$ cat src/rtl/cardctl_pkg.sv
package cardctl_pkg;
  localparam int RING_BIT = 7;
  localparam int SPARE_HI = 6;
  localparam int SPARE_LO = 3;
  localparam int AUD_BIT  = 2;
  localparam int SPK_BIT  = 1;
  localparam int FLAG_BIT = 0;
  localparam int SPARE_W  = SPARE_HI - SPARE_LO + 1;

  typedef struct packed {
    logic [SPARE_W-1:0] spare;
    logic               aud_off;
    logic               spk_en;
    logic               flag;
  } fn_bits_t;
endpackage

$ cat src/rtl/cardctl_fn_reg.sv
module cardctl_fn_reg
  import cardctl_pkg::*;
(
  input  logic     clk,
  input  logic     grst_n,
  input  logic     wr_hit,
  input  logic [7:0] wdata,
  input  logic     soft_rst,
  input  logic     irq,
  output fn_bits_t q
);
  always_ff @(posedge clk or negedge grst_n) begin
    if (!grst_n) begin
      q <= '0;
    end else begin
      if (soft_rst)
        q.spare <= '0;
      else if (wr_hit)
        q.spare <= wdata[SPARE_HI:SPARE_LO];
      if (wr_hit) begin
        q.aud_off <= wdata[AUD_BIT];
        q.spk_en  <= wdata[SPK_BIT];
      end
      if (irq)
        q.flag <= 1'b1;
      else if (wr_hit && wdata[FLAG_BIT])
        q.flag <= 1'b0;
    end
  end
endmodule

$ cat src/rtl/cardctl_spkr_mix.sv
module cardctl_spkr_mix #(
  parameter int N_FUNC = 2
) (
  input  logic [N_FUNC-1:0] spkr_in,
  input  logic [N_FUNC-1:0] en,
  output logic              spkr_out,
  output logic              spkr_oe
);
  logic mix;
  always_comb begin
    mix = 1'b0;
    for (int i = 0; i < N_FUNC; i++)
      mix = mix ^ (spkr_in[i] & en[i]);
  end
  assign spkr_oe  = |en;
  assign spkr_out = mix & spkr_oe;
endmodule

$ cat src/rtl/cardctl_audio_sel.sv
module cardctl_audio_sel #(
  parameter int N_FUNC = 2,
  parameter int FUNC_W = 1
) (
  input  logic [N_FUNC-1:0] req,
  output logic              routed,
  output logic [FUNC_W-1:0] src
);
  always_comb begin
    src = '0;
    for (int i = N_FUNC - 1; i >= 0; i--)
      if (req[i]) src = FUNC_W'(i);
  end
  assign routed = |req;
endmodule

$ cat src/rtl/cardctl_top.sv
module cardctl_top
  import cardctl_pkg::*;
#(
  parameter int N_FUNC = 2,
  parameter logic [7:0] REG_OFS = 8'h91,
  localparam int FUNC_W = (N_FUNC > 1) ? $clog2(N_FUNC) : 1
) (
  input  logic              clk,
  input  logic              grst_n,
  input  logic [FUNC_W-1:0] cfg_func,
  input  logic [7:0]        cfg_addr,
  input  logic              cfg_wr,
  input  logic [7:0]        cfg_wdata,
  output logic [7:0]        cfg_rdata,
  input  logic [N_FUNC-1:0] func_soft_rst,
  input  logic [N_FUNC-1:0] card_irq,
  input  logic [N_FUNC-1:0] spkr_in,
  output logic              ring_out_en,
  output logic              spkr_out,
  output logic              spkr_oe,
  output logic              audio_routed,
  output logic [FUNC_W-1:0] audio_src
);
  logic                   addr_hit;
  logic                   func_ok;
  fn_bits_t               fn_q [N_FUNC];
  logic [N_FUNC-1:0]      fn_flag;
  logic [N_FUNC-1:0]      fn_spk_en;
  logic [N_FUNC-1:0]      aud_req;
  logic [N_FUNC-1:0][SPARE_W-1:0] fn_spare;
  logic                   ring_q;

  assign addr_hit = (cfg_addr == REG_OFS);
  assign func_ok  = (int'(cfg_func) < N_FUNC);

  for (genvar g = 0; g < N_FUNC; g++) begin : g_fn
    logic wr_hit;
    assign wr_hit = cfg_wr && addr_hit && (cfg_func == FUNC_W'(g));
    cardctl_fn_reg u_reg (
      .clk      (clk),
      .grst_n   (grst_n),
      .wr_hit   (wr_hit),
      .wdata    (cfg_wdata),
      .soft_rst (func_soft_rst[g]),
      .irq      (card_irq[g]),
      .q        (fn_q[g])
    );
    assign fn_flag[g]   = fn_q[g].flag;
    assign fn_spk_en[g] = fn_q[g].spk_en;
    assign aud_req[g]   = ~fn_q[g].aud_off;
    assign fn_spare[g]  = fn_q[g].spare;
  end

  // global ring enable lives once, written only through function 0
  always_ff @(posedge clk or negedge grst_n) begin
    if (!grst_n)
      ring_q <= 1'b0;
    else if (cfg_wr && addr_hit && cfg_func == '0)
      ring_q <= cfg_wdata[RING_BIT];
  end
  assign ring_out_en = ring_q;

  always_comb begin
    cfg_rdata = 8'h00;
    for (int i = 0; i < N_FUNC; i++) begin
      if (addr_hit && func_ok && cfg_func == FUNC_W'(i)) begin
        cfg_rdata[SPARE_HI:SPARE_LO] = fn_q[i].spare;
        cfg_rdata[AUD_BIT]  = fn_q[i].aud_off;
        cfg_rdata[SPK_BIT]  = fn_q[i].spk_en;
        cfg_rdata[FLAG_BIT] = fn_q[i].flag;
        cfg_rdata[RING_BIT] = (i == 0) ? ring_q : 1'b0;
      end
    end
  end

  cardctl_spkr_mix #(.N_FUNC(N_FUNC)) u_spkr (
    .spkr_in  (spkr_in),
    .en       (fn_spk_en),
    .spkr_out (spkr_out),
    .spkr_oe  (spkr_oe)
  );

  cardctl_audio_sel #(.N_FUNC(N_FUNC), .FUNC_W(FUNC_W)) u_aud (
    .req    (aud_req),
    .routed (audio_routed),
    .src    (audio_src)
  );
endmodule

$ cat config.mk
export PLATFORM = sky130hd
export DESIGN_NAME = cardctl_top
export DESIGN_NICKNAME = d
export VERILOG_FILES = /design/src/rtl/cardctl_pkg.sv /design/src/rtl/cardctl_fn_reg.sv /design/src/rtl/cardctl_spkr_mix.sv /design/src/rtl/cardctl_audio_sel.sv /design/src/rtl/cardctl_top.sv
export SDC_FILE = /design/constraint.sdc
export NUM_CORES = 1
export LEC_CHECK = 0
export ABC_AREA = 1
export CAP_MARGIN = 30
export CORE_MARGIN = 2
export CORE_UTILIZATION = 42
export DETAILED_ROUTE_END_ITERATION = 10
export PLACE_DENSITY_LB_ADDON = 0.08
export SETUP_SLACK_MARGIN = 0.5
export SLEW_MARGIN = 10
export SYNTH_ARGS = -nofsm -noshare
export SYNTH_HDL_FRONTEND = slang
export SYNTH_SLANG_ARGS = --single-unit
$ cat constraint.sdc
create_clock -name clk -period 1.4 [get_ports clk]
set_clock_uncertainty 0.15 [all_clocks]
set_input_delay 0.28 -clock clk [delete_from_list [all_inputs] [get_ports clk]]
set_output_delay 0.28 -clock clk [all_outputs]
set_load 0.01 [all_outputs]
==> results of run 1 <==
-- final timing paths --
check	slack, ns	startpoint	depth (start not counted)	to
max	-0.35	cfg_addr[1]	11	cfg_rdata[3]
min	0.13	grst_n	2	g_fn[0].u_reg.q[1]
max reg2reg	0.40	g_fn[0].u_reg.q[4]	3	g_fn[0].u_reg.q[4]
min reg2reg	0.38	g_fn[1].u_reg.q[0]	2	g_fn[1].u_reg.q[0]
max in group asynchronous	0.78	grst_n	2	g_fn[0].u_reg.q[5]
min in group clk	0.36	cfg_func	5	g_fn[1].u_reg.q[2]
-- metrics by stage --
stage | cells | instance area, sq um
after floorplan | 131 | 1070
after global placement | 211 | 1610
after detailed placement | 211 | 1610
after CTS | 234 | 1910
after global routing | 239 | 2020
final | 239 | 2020
-- placed cells by master, fill, tap and decap left out, types with 5 or more instances in the layout --
| cell type | instances |
|---|---|
| buf_6 | 30 |
| nand2_2 | 27 |
| nand2_1 | 25 |
| buf_4 | 23 |
| nand4_1 | 15 |
| dfrtp_1 | 15 |
| clkdlybuf4s50_1 | 13 |
| nor2_4 | 7 |
| nand3_1 | 6 |
| inv_2 | 5 |
-- metal layers --
layer	vias up	part of all wire [%]	global-route usage, %
met3	29	10	6.90
met5	-	0	0
met1	668	35	36.5
li1	590	-	-
met2	122	50	58.6
met4	0	5.2	12.7
-- sequential cells by signal, indices dropped and copies added (netlist names) --
name / flops
g_fn.u_reg.q: 14
ring_out_en: 1
-- cell type report --
cell class              instances  share of cell area [%]
repair buffers                 79                    39.8
clock inverters                 1                   0.247
clock buffers                   3                    1.11
well taps                      28                    1.73
flip-flops and latches         15                    18.6
inverters                      15                    4.89
multi-input cells              98                    33.6
-- cell usage after synthesis, drive strengths merged --
cell   count
and3       1
buf        3
dfrtp     15
inv       15
nand2     54
nand3     12
nand4     17
nor2      12
or2        1
xor2       1
-- what timing repair did --
action | in CTS | in global routing
setup buffers | 18 | 5
pin swaps | 21 | 10
resized for setup | 152 | 20
gates cloned | 1 | 0
setup endpoints to repair | 28 | 28
-- worst register-to-register path: cells and delay by family (launching register included) --
family | cells | cell delay [ns]
buffers and inverters | 1 | 0.16
DFF | 1 | 0.44
and+or+nand+nor | 2 | 0.15
-- cells by family after synthesis --
logic type                after synthesis
and+or+nand+nor                        97
buffers and inverters                  18
DFF                                    15
xor gates and xnor gates                1
-- power by group through the flow --
stage,registers [uW],logic [uW],clock network [uW]
6_report,441,282,289
4_1_cts,440,248,264
3_3_place_gp,449,208,0
2_1_floorplan,449,69.3,0
5_1_grt,441,293,304
3_5_place_dp,449,213,0
==> results.yml, run 1 <==
run_status:
  outcome: "complete, but fails checks"
  violations: "negative setup slack"
finish:
  n_antenna_cell: 0
  areaGrowthSynthToFinish_pct: 108
  multi_input_area_sq_um: 681
  nNetsFinal: 238
  regArea_sq_um: 375
  drive_above_1_share_pct: 60.2
  final_core_util_pct: 92.3
  nFillCells: 90
placed_design:
  dp_hpwl_um: 2100
  place_congestion: 0.865
  post-place-ws_ns: -1.16
  port_buffers: 38
clocking:
  numCtsBuffers: 3
  htreeDepth: 1
  clk_pin_slew_ns: 0.12
  cts_buffer_depth: 2
  cts_root_buf: "clkbuf_4"
  cts.sinks: 15
  clk_latency_ns: 0.31
  cts_hold_repair.buffers: 0
  cts_tree: "yes"
synth:
  synth_top_family_by_area: "simple AND/OR/NAND/NOR gates"
  synth-xor-area-share_pct: 0.901
  syn_nets: 157
  synth-adder-area-share_pct: 0
  synth.cell_area_sq_um: 972
  synthMuxAreaShare_pct: 0
  ys_ff_latch: 15
  yosys.area.top_type: "dfrtp_1"
  synth_compound_area_share_pct: 0
  synth.avg_cell_area_sq_um: 7.42
  yosysWarningCount: 0
  ys_seq_area_share_pct: 38.6
  synthTopCellsByArea: "dfrtp_1 39%, nand2_1 20%, nand4_1 9.7%"
  syn-instance-count: 131
  synth-simple-area-share_pct: 52.9
  yosysUniqueCellTypes: 17
  synth_top_cell_area_share_pct: 38.6
grt:
  antenna_found_initial: 0
  grt_overflow: 0
  track_usage_pct: 32.4
  grt_start_max_net_pins: 16
  grt_pass1_wl_um: 6300
  grt_pass1_vias: 1279
floorplanning:
  placementRows: 17
  design.core.area_sq_um: 2190
  die_w_um: 52.1
  ios: 39
  die_area_sq_um: 2720
  die_h_um: 52.1
  start_util_pct: 44.4
setup_path:
  cpLargestDelayFamily: "buffers and inverters"
  critPathMostFrequentCell: "buf_6"
  critical_path.cell_chain: "buf_8 > inv_6 > nand4_4 > inv_2 > nand2_4 > nor2_4 > buf_6 > buf_6 > nand2_2 > nand2_2 > buf_6"
  critPathCaptureType: "output pin"
  worst_path_max_delay_cell: "nor2_4"
  crit_arrival_ns: 1.32
  worst_path_largest_cell_delay_ns: 0.19
  path_buf_inv: 6
  start_kind: "input pin"
  crit_type: "input pin to output pin"
  cp.required_ns: 0.97
  crit_fanout: 4
sta:
  fmax_ghz: 0.570
  fin_hold_ws_ns: 0.132
  setup_viol: 12
  min_period_over_period_pct: 125
  finalHoldViolCount: 0
  min_period_ns: 1.75
  tightest_slew_ns: 0.313
  fin_setup_tns_ns: -2.83
  drv_slew: 0
  max_slew_margin_pct: 79.1
  rsz0062_at_grt: "true"
  setup_slack_ns: -0.353
power_and_ir_drop:
  power_density_nw_per_um2: 500
  power_frac_seq_pct: 43.6
  switching_share_pct: 31.6
  vdd.ir_drop.worst_mv: 0.592
  total_power_uw: 1010
  p_int_uw: 692
  p_leak_uw: 0.00101
  p_comb_share_pct: 27.9
  power.switching_uw: 320
  p_clk_share_pct: 28.5
detailed_routing:
  vias_per_cell: 5.90
  wl_um: 5000
  drt_iter0_drc: 71
  ant_nets: 0
  dr.pass1.iters: 4
  wire_per_inst_um: 20.9
  num_vias: 1409
  drc: 0
worst_hold_path:
  worstHoldPathType: "input pin to asynchronous set/reset pin"
job:
  maxCapViolations: 0
(Power assumes the default switching activity.)
==> run 2, diff against run 1 <==
--- a/config.mk
+++ b/config.mk
@@ -7,8 +7,10 @@
 export LEC_CHECK = 0
 export ABC_AREA = 1
 export CAP_MARGIN = 30
+export CELL_PAD_IN_SITES_DETAIL_PLACEMENT = 0
+export CELL_PAD_IN_SITES_GLOBAL_PLACEMENT = 1
 export CORE_MARGIN = 2
-export CORE_UTILIZATION = 42
+export CORE_UTILIZATION = 29
 export DETAILED_ROUTE_END_ITERATION = 10
 export PLACE_DENSITY_LB_ADDON = 0.08
 export SETUP_SLACK_MARGIN = 0.5
==> results.yml, run 2 (synthesized netlist as in run 1, its figures left out) <==
grt:
  antenna_found_initial: 0
  grt_pass1_vias: 1089
  grt_overflow: 0
  grt_pass1_wl_um: 5090
  track_usage_pct: 18.3
  grt_start_max_net_pins: 16
floorplanning:
  die_area_sq_um: 3830
  design.core.area_sq_um: 3280
  placementRows: 21
  ios: 39
  start_util_pct: 29.6
  die_h_um: 61.9
  die_w_um: 61.9
clocking:
  cts.sinks: 15
  cts_tree: "yes"
  cts_buffer_depth: 2
  cts_root_buf: "clkbuf_4"
  clk_pin_slew_ns: 0.10
  numCtsBuffers: 3
  htreeDepth: 1
  clk_latency_ns: 0.29
placed_design:
  dp_hpwl_um: 2050
  place_congestion: 0.767
  post-place-ws_ns: -1.13
  post-place-cells: 227
  port_buffers: 38
detailed_routing:
  wl_um: 3020
  wire_per_inst_um: 11.8
  num_vias: 1131
  drc: 0
  drt_iter0_drc: 54
  ant_nets: 0
  vias_per_cell: 4.42
  dr.pass1.iters: 4
finish:
  final_common_cell: "buf_6"
  final_core_util_pct: 61.4
  areaGrowthSynthToFinish_pct: 108
  nNetsFinal: 237
  largest-register: "g_fn.u_reg.q"
  largest_reg_flops: 14
  drive_above_1_share_pct: 56.7
  n_antenna_cell: 0
  final_cell_mix: "37 x buf_6, 28 x nand2_1, 21 x nand2_2"
  final_cells: 256
setup_path:
  r2r-start: "ring_out_en"
  crit_fanout: 4
  crit_arrival_ns: 1.24
  timing.rr.end: "ring_out_en"
  start_kind: "input pin"
  crit_type: "input pin to output pin"
  reg2reg_depth: 4
  critPathCaptureType: "output pin"
  reg2reg_slack_ns: 0.41
  cp.required_ns: 0.97
sta:
  max_slew_margin_pct: 85.1
  rsz0062_at_grt: "true"
  fmax_ghz: 0.598
  min_period_ns: 1.67
  tightest_slew_ns: 0.224
  finalHoldViolCount: 0
  setup_viol: 18
  fin_hold_ws_ns: 0.156
  min_period_over_period_pct: 120
  setup_slack_ns: -0.274
  drv_slew: 0
power_and_ir_drop:
  p_leak_uw: 0.00102
  total_power_uw: 991
  power_density_nw_per_um2: 491
  vdd.ir_drop.worst_mv: 0.335
run_status:
  violations: "negative setup slack"
  outcome: "complete, but fails checks"
job:
  maxCapViolations: 0
worst_hold_path:
  worstHoldPathType: "input pin to asynchronous set/reset pin"
run 2: changes by cell type in the layout (fill, tap and decap cells not counted), moves of 3 or more:
cell / before / now
buf_4: 23 / 14
buf_6: 30 / 37
nand2_2: 27 / 21
nand2_1: 25 / 28
nand2_4: 2 / 5
run 2: stage by stage:
stage               TNS [ns]  instance area, sq um
finish                 -3.90                  2020
global route           -5.00                  2020
CTS                    -3.95                  1960
detailed placement    -16.01                  1630
global placement      -15.87                  1630
floorplan                  0                  1070
run 2: how the worst max path moves through the flow:
stage | from | slack (ns) | to | cells after the start
floorplan | cfg_addr[3] | 0.11 | cfg_rdata[0] | 7
global placement | cfg_addr[3] | -1.12 | cfg_rdata[6] | 9
detailed placement | cfg_addr[3] | -1.13 | cfg_rdata[6] | 9
CTS | cfg_addr[1] | -0.28 | cfg_rdata[0] | 11
global route | cfg_addr[1] | -0.33 | cfg_rdata[0] | 10
finish | cfg_addr[1] | -0.27 | cfg_rdata[0] | 10
run 2: what timing repair did:
action,CTS,global route
pin swaps,27,19
endpoints found under the setup margin,28,28
setup buffers,23,2
gates resized for setup,155,11
hold buffers,0,0
run 2: report_power, final:
group / internal [uW] / total [uW] / switching [uW] / leakage, uW
registers: 437 / 440 / 2.95 / 0.000199
logic: 157 / 278 / 120 / 0.000803
clock network: 106 / 273 / 167 / 0.0000177
run 2: final cells by class:
cell class | instances | area, sq um
Tap cell | 46 | 57.6
Timing Repair Buffer | 78 | 796
Clock buffer | 3 | 22.5
Clock inverter | 1 | 5.00
Multi-Input combinational cell | 98 | 663
Fill cell | 303 | 1270
Sequential cell | 15 | 375
Inverter | 15 | 98.8
run 2: worst max-delay path, cell delays in order:
cell     delay, ns
buf_8         0.10
inv_6         0.05
nand4_4       0.12
inv_2         0.09
nand2_4       0.07
nor2_4        0.17
buf_6         0.15
nand2_1       0.06
nand2_2       0.07
buf_6         0.10
run 2: metal layers:
layer	vias to the layer above	part of all wire (%)	routed length [um]	GRT usage (%)
met5	-	0	0	0
met4	0	0.63	19	6.38
met3	2	4.5	137	2.07
met2	24	48	1450	28.9
met1	518	47	1410	26.1
li1	587	-	-	-
